`config.mk`:
```
export PLATFORM = sky130hd
export DESIGN_NAME = uart_irq_ident
export DESIGN_NICKNAME = d
export VERILOG_FILES = /design/src/rtl/uart_irq_pkg.sv /design/src/rtl/uart_irq_cause.sv /design/src/rtl/uart_irq_prio.sv /design/src/rtl/uart_irq_ident.sv
export SDC_FILE = /design/constraint.sdc
export NUM_CORES = 1
export LEC_CHECK = 0
export BUFFER_PORTS_ARGS = -buffer_cell sky130_fd_sc_hd__buf_2
export CAP_MARGIN = 20
export CORE_MARGIN = 1
export CORE_UTILIZATION = 35
export DETAILED_ROUTE_END_ITERATION = 10
export HOLD_SLACK_MARGIN = 0.12
export PLACE_DENSITY = 0.72
export SETUP_SLACK_MARGIN = 0.2
export SYNTH_ARGS = -nofsm -noshare
export SYNTH_HDL_FRONTEND = slang
export SYNTH_SLANG_ARGS = --single-unit
```
`constraint.sdc`:
```
create_clock -name clk -period 1.5 [get_ports clk]
set_clock_uncertainty 0.1 [all_clocks]
set_input_delay 0.3 -clock clk [delete_from_list [all_inputs] [get_ports clk]]
set_output_delay 0.3 -clock clk [all_outputs]
set_load 0.02 [all_outputs]
```
`src/rtl/uart_irq_pkg.sv`:
```
package uart_irq_pkg;

    localparam int NUM_SRC = 4;

    // Enable-register bit positions (also index of each cause in vectors)
    localparam int IDX_RX    = 0;
    localparam int IDX_TX    = 1;
    localparam int IDX_LINE  = 2;
    localparam int IDX_MODEM = 3;

    typedef enum logic [1:0] {
        SRC_MODEM = 2'b00,
        SRC_TX    = 2'b01,
        SRC_RX    = 2'b10,
        SRC_LINE  = 2'b11
    } irq_src_e;

    function automatic irq_src_e src_code(input int idx);
        case (idx)
            IDX_LINE: return SRC_LINE;
            IDX_RX:   return SRC_RX;
            IDX_TX:   return SRC_TX;
            default:  return SRC_MODEM;
        endcase
    endfunction

    // Rank of each cause; larger wins
    function automatic int src_rank(input int idx);
        case (idx)
            IDX_LINE: return 3;
            IDX_RX:   return 2;
            IDX_TX:   return 1;
            default:  return 0;
        endcase
    endfunction

endpackage

```
`src/rtl/uart_irq_cause.sv`:
```
module uart_irq_cause (
    input  logic clk,
    input  logic rst_n,
    input  logic set_i,
    input  logic clr_i,
    output logic pend_o
);
    logic pend_d, pend_q;

    always_comb begin
        pend_d = pend_q;
        if (clr_i) pend_d = 1'b0;
        if (set_i) pend_d = 1'b1;   // a new event is never lost
    end

    always_ff @(posedge clk or negedge rst_n) begin
        if (!rst_n) pend_q <= 1'b0;
        else        pend_q <= pend_d;
    end

    assign pend_o = pend_q;
endmodule

```
`src/rtl/uart_irq_prio.sv`:
```
module uart_irq_prio
    import uart_irq_pkg::*;
(
    input  logic [NUM_SRC-1:0] active_i,
    output logic               any_o,
    output irq_src_e           src_o
);
    always_comb begin
        int best_rank;
        any_o     = 1'b0;
        src_o     = SRC_MODEM;
        best_rank = -1;
        for (int i = 0; i < NUM_SRC; i++) begin
            if (active_i[i] && src_rank(i) > best_rank) begin
                best_rank = src_rank(i);
                src_o     = src_code(i);
                any_o     = 1'b1;
            end
        end
    end
endmodule

```
`src/rtl/uart_irq_ident.sv`:
```
module uart_irq_ident
    import uart_irq_pkg::*;
#(
    parameter int REG_W = 8
) (
    input  logic             clk,
    input  logic             rst_n,
    input  logic             ier_wr,
    input  logic [REG_W-1:0] ier_wdata,
    output logic [REG_W-1:0] ier_rdata,
    input  logic             iir_rd,
    output logic [REG_W-1:0] iir_rdata,
    input  logic             rx_avail_evt,
    input  logic             rbr_rd,
    input  logic             line_err_evt,
    input  logic             lsr_rd,
    input  logic             thr_empty,
    input  logic             thr_wr,
    input  logic             modem_chg_evt,
    input  logic             msr_rd,
    input  logic             out2,
    output logic             irq
);
    typedef struct packed {
        logic [NUM_SRC-1:0] ier;
        logic               thr_empty_seen;
    } ctl_t;

    ctl_t ctl_d, ctl_q;

    logic [NUM_SRC-1:0] set_vec, clr_vec, pend_vec, active_vec;
    logic               any_pend;
    irq_src_e           cur_src;

    // Control state: next value
    always_comb begin
        ctl_d                = ctl_q;
        ctl_d.thr_empty_seen = thr_empty;
        if (ier_wr) ctl_d.ier = ier_wdata[NUM_SRC-1:0];
    end

    always_ff @(posedge clk or negedge rst_n) begin
        if (!rst_n) ctl_q <= '0;
        else        ctl_q <= ctl_d;
    end

    // Set and clear conditions of each cause
    always_comb begin
        set_vec            = '0;
        clr_vec            = '0;
        set_vec[IDX_RX]    = rx_avail_evt;
        clr_vec[IDX_RX]    = rbr_rd;
        set_vec[IDX_LINE]  = line_err_evt;
        clr_vec[IDX_LINE]  = lsr_rd;
        set_vec[IDX_MODEM] = modem_chg_evt;
        clr_vec[IDX_MODEM] = msr_rd;
        set_vec[IDX_TX]    = thr_empty && !ctl_q.thr_empty_seen;
        clr_vec[IDX_TX]    = thr_wr || (iir_rd && any_pend && cur_src == SRC_TX);
    end

    for (genvar g = 0; g < NUM_SRC; g++) begin : g_cause
        uart_irq_cause u_cause (
            .clk    (clk),
            .rst_n  (rst_n),
            .set_i  (set_vec[g]),
            .clr_i  (clr_vec[g]),
            .pend_o (pend_vec[g])
        );
    end

    assign active_vec = pend_vec & ctl_q.ier;

    uart_irq_prio u_prio (
        .active_i (active_vec),
        .any_o    (any_pend),
        .src_o    (cur_src)
    );

    always_comb begin
        ier_rdata              = '0;
        ier_rdata[NUM_SRC-1:0] = ctl_q.ier;
        iir_rdata              = '0;
        iir_rdata[0]           = !any_pend;
        iir_rdata[2:1]         = cur_src;
    end

    assign irq = any_pend && out2;
endmodule

```
==> out/results.ini <==
[synthesis]
synth.yosys.seq_area_share_pct=45.3
yosys_register_bits=9
synth_cell_types=13
synth.avg_cell_area_um2=11.6
syn_area_um2=497
syn_inst=43
yosysWarnings=0

[placement]
numPortBuffers=24
routabilityCongestion=0.745
place_hpwl_um=688

[detailed_routing]
vias=399
ant_nets=0
viasPerCell=4.16
dr.pass1.iters=4
dr.first_iter.drc_count=3
routedWlPerCell_um=9.46
wirelength_um=908
route.detailed.drc=0

[cts]
clkSinkCount=9
cts_root_buf=clkbuf_4
clk_latency_ps=260
clockBufferDepth=2
cts_tree=yes
clkTransAtPathRegs_ps=60
htreeDepth=1
numCtsBuffers=3

[power_and_ir_drop]
p_leak_uw=0.000417
seqPwrFrac_pct=40.1
design_power_total_uw=710
pwr-share-comb_pct=33.7
clkPwrFrac_pct=26.2
internal_power_uw=498
power_density_nw_per_um2=912
switching_power_uw=212
swShare_pct=29.8
ir_drop_mv=0.489

[critical_path]
worstPathArrival_ps=1360
end_kind=output pin
critPathBufInv=1
critPathSlowestCell=dfrtp_1
cp_num_cells=3
startpoint_type=flop
crit_family=compound AO/OA/AOI/OAI gates
criticalPathCategory=flop to output pin
max_stage_delay_ps=400
path_cells=a22o_4, a221oi_4, buf_4
required_ps=1100
path_max_fanout=2
worstRegToRegCells=5

[final_layout]
drive_gt1_share_pct=51.9
num_antenna_cells=0
fin_nets=103
regArea_um2=226
fill_cells=128
syn_to_final_growth_pct=56.7
multi_input_area_um2=194

[floorplan]
fp-row-count=13
fp.dieW_um=39.7
ioPinCount=38
dieArea_um2=1570
core_um2=1320
die_y_um=39.7
initial_utilization_pct=37.7

[global_routing]
grt_pass1_vias=370
grt_max_degree=10
antenna_found_initial=0
grt_pass1_wl_um=1420
grt_usage_pct=14.0
grt.overflow.total=0

[timing]
slew_viol_final=0
setup_tns_ps=-880
fmax_mhz=567
setup-violations-final=4
period_share_pct=118
worst_slack_ps=-263
rsz0062_at_grt=yes
finalHoldViolations=0
period_minus_slack_ps=1760

[status]
status=complete, but fails checks
violations=negative setup slack

[worst_hold_path]
hp-class=primary input to flop
hold-path-cell-count=2

[run]
maxCapViolCount=0

## worst register-to-register path, delay by kind of cell (launching register included)
family,cells,cell delay [ps]
buf+inv,2,240
compound gates,3,460
flops,1,400
## repair_timing
action	4_1_cts	5_1_grt
gates resized for setup	15	2
endpoints found under the setup margin	7	6
pin swaps	2	0
hold endpoints to repair	12	1
hold buffers	4	1
setup buffers	3	2
## kinds of logic (layout without fill, tap and decap cells)
group	after synthesis	in the layout	synth area share, %
multiplexers	4	4	9.07
flip-flops	9	9	45.3
buffers and inverters	17	47	22.7
AND/OR/NAND/NOR	4	4	4.54
other	1	9	0.755
AO/OA/AOI/OAI	8	8	17.6
## path summary, 6_finish.rpt
path	from	end	slack (ps)
max	ier_rdata[2]	iir_rdata[0]	-260
min	ier_wdata[2]	ier_rdata[2]	160
max reg2reg	ier_rdata[2]	g_cause[1].u_cause.pend_o	180
min reg2reg	ctl_q[0]	g_cause[1].u_cause.pend_o	320
max in group asynchronous	rst_n	ier_rdata[1]	790
min in group asynchronous	rst_n	ctl_q[0]	310
## layout make-up
type	instances	share of cell area, %
flip-flops and latches	9	29.1
well taps	15	2.41
multi-input cells	25	24.9
clock buffers	4	3.38
repair buffers	39	38.3
inverters	4	1.93
## sequential cells by signal, summed over array words and instances (netlist names)
| register | cells |
|---|---|
| ier_rdata | 4 |
| g_cause.u_cause.pend_o | 4 |
| ctl_q | 1 |
## layer usage
| layer | track usage [%] | vias up | routed length [µm] |
|---|---|---|---|
| li1 | - | 197 | - |
| met1 | 17.9 | 178 | 403 |
| met2 | 22.5 | 24 | 435 |
| met3 | 3.41 | 0 | 69 |
| met4 | 5.17 | 0 | 0 |
| met5 | 0 | - | 0 |
## through the flow
step	hold slack (ps)	setup slack (ps)	std cells	cell area, µm²	util (%)
after floorplan	-95.6	-33.3	51	532	-
after global placement	55.0	11.6	82	611	46.3
after detailed placement	61.4	0.856	82	611	46.3
after CTS	121	-267	93	746	56.6
after global routing	158	-332	96	778	59.1
final	160	-263	96	778	59.1
## power by group through the flow
stage                     Clock [µW]  Sequential [µW]  Combinational [µW]
after detailed placement           0              289                 178
after CTS                        189              285                 225
after global routing             211              287                 258
after global placement             0              288                 175
final                            186              284                 239
after floorplan                    0              287                 136
## synthesized netlist by cell type
| master | n | area share (%) |
|---|---|---|
| a22o_4 | 1 | 3.5 |
| nor2b_1 | 1 | 1.3 |
| inv_1 | 4 | 3.0 |
| mux2_1 | 4 | 9.1 |
| o21ai_1 | 2 | 2.0 |
| buf_4 | 13 | 20 |
| a32o_2 | 1 | 2.3 |
| nor2b_2 | 1 | 1.8 |
| conb_1 | 1 | 0.75 |
| a221oi_4 | 1 | 5.3 |
| nand2_1 | 2 | 1.5 |
| dfrtp_1 | 9 | 45 |
| a21o_1 | 3 | 4.5 |
## cells in the final DEF (no fill, tap or decap), types with 2 or more instances in the layout
| cell | instances |
|---|---|
| buf_6 | 10 |
| clkbuf_4 | 3 |
| buf_2 | 18 |
| inv_1 | 4 |
| mux2_1 | 4 |
| a21o_1 | 3 |
| buf_4 | 6 |
| nand2_1 | 2 |
| o21ai_1 | 2 |
| dfrtp_1 | 8 |
| conb_1 | 9 |
| dlygate4sd3_1 | 5 |
No activity file was read; power rests on OpenSTA's default activity.
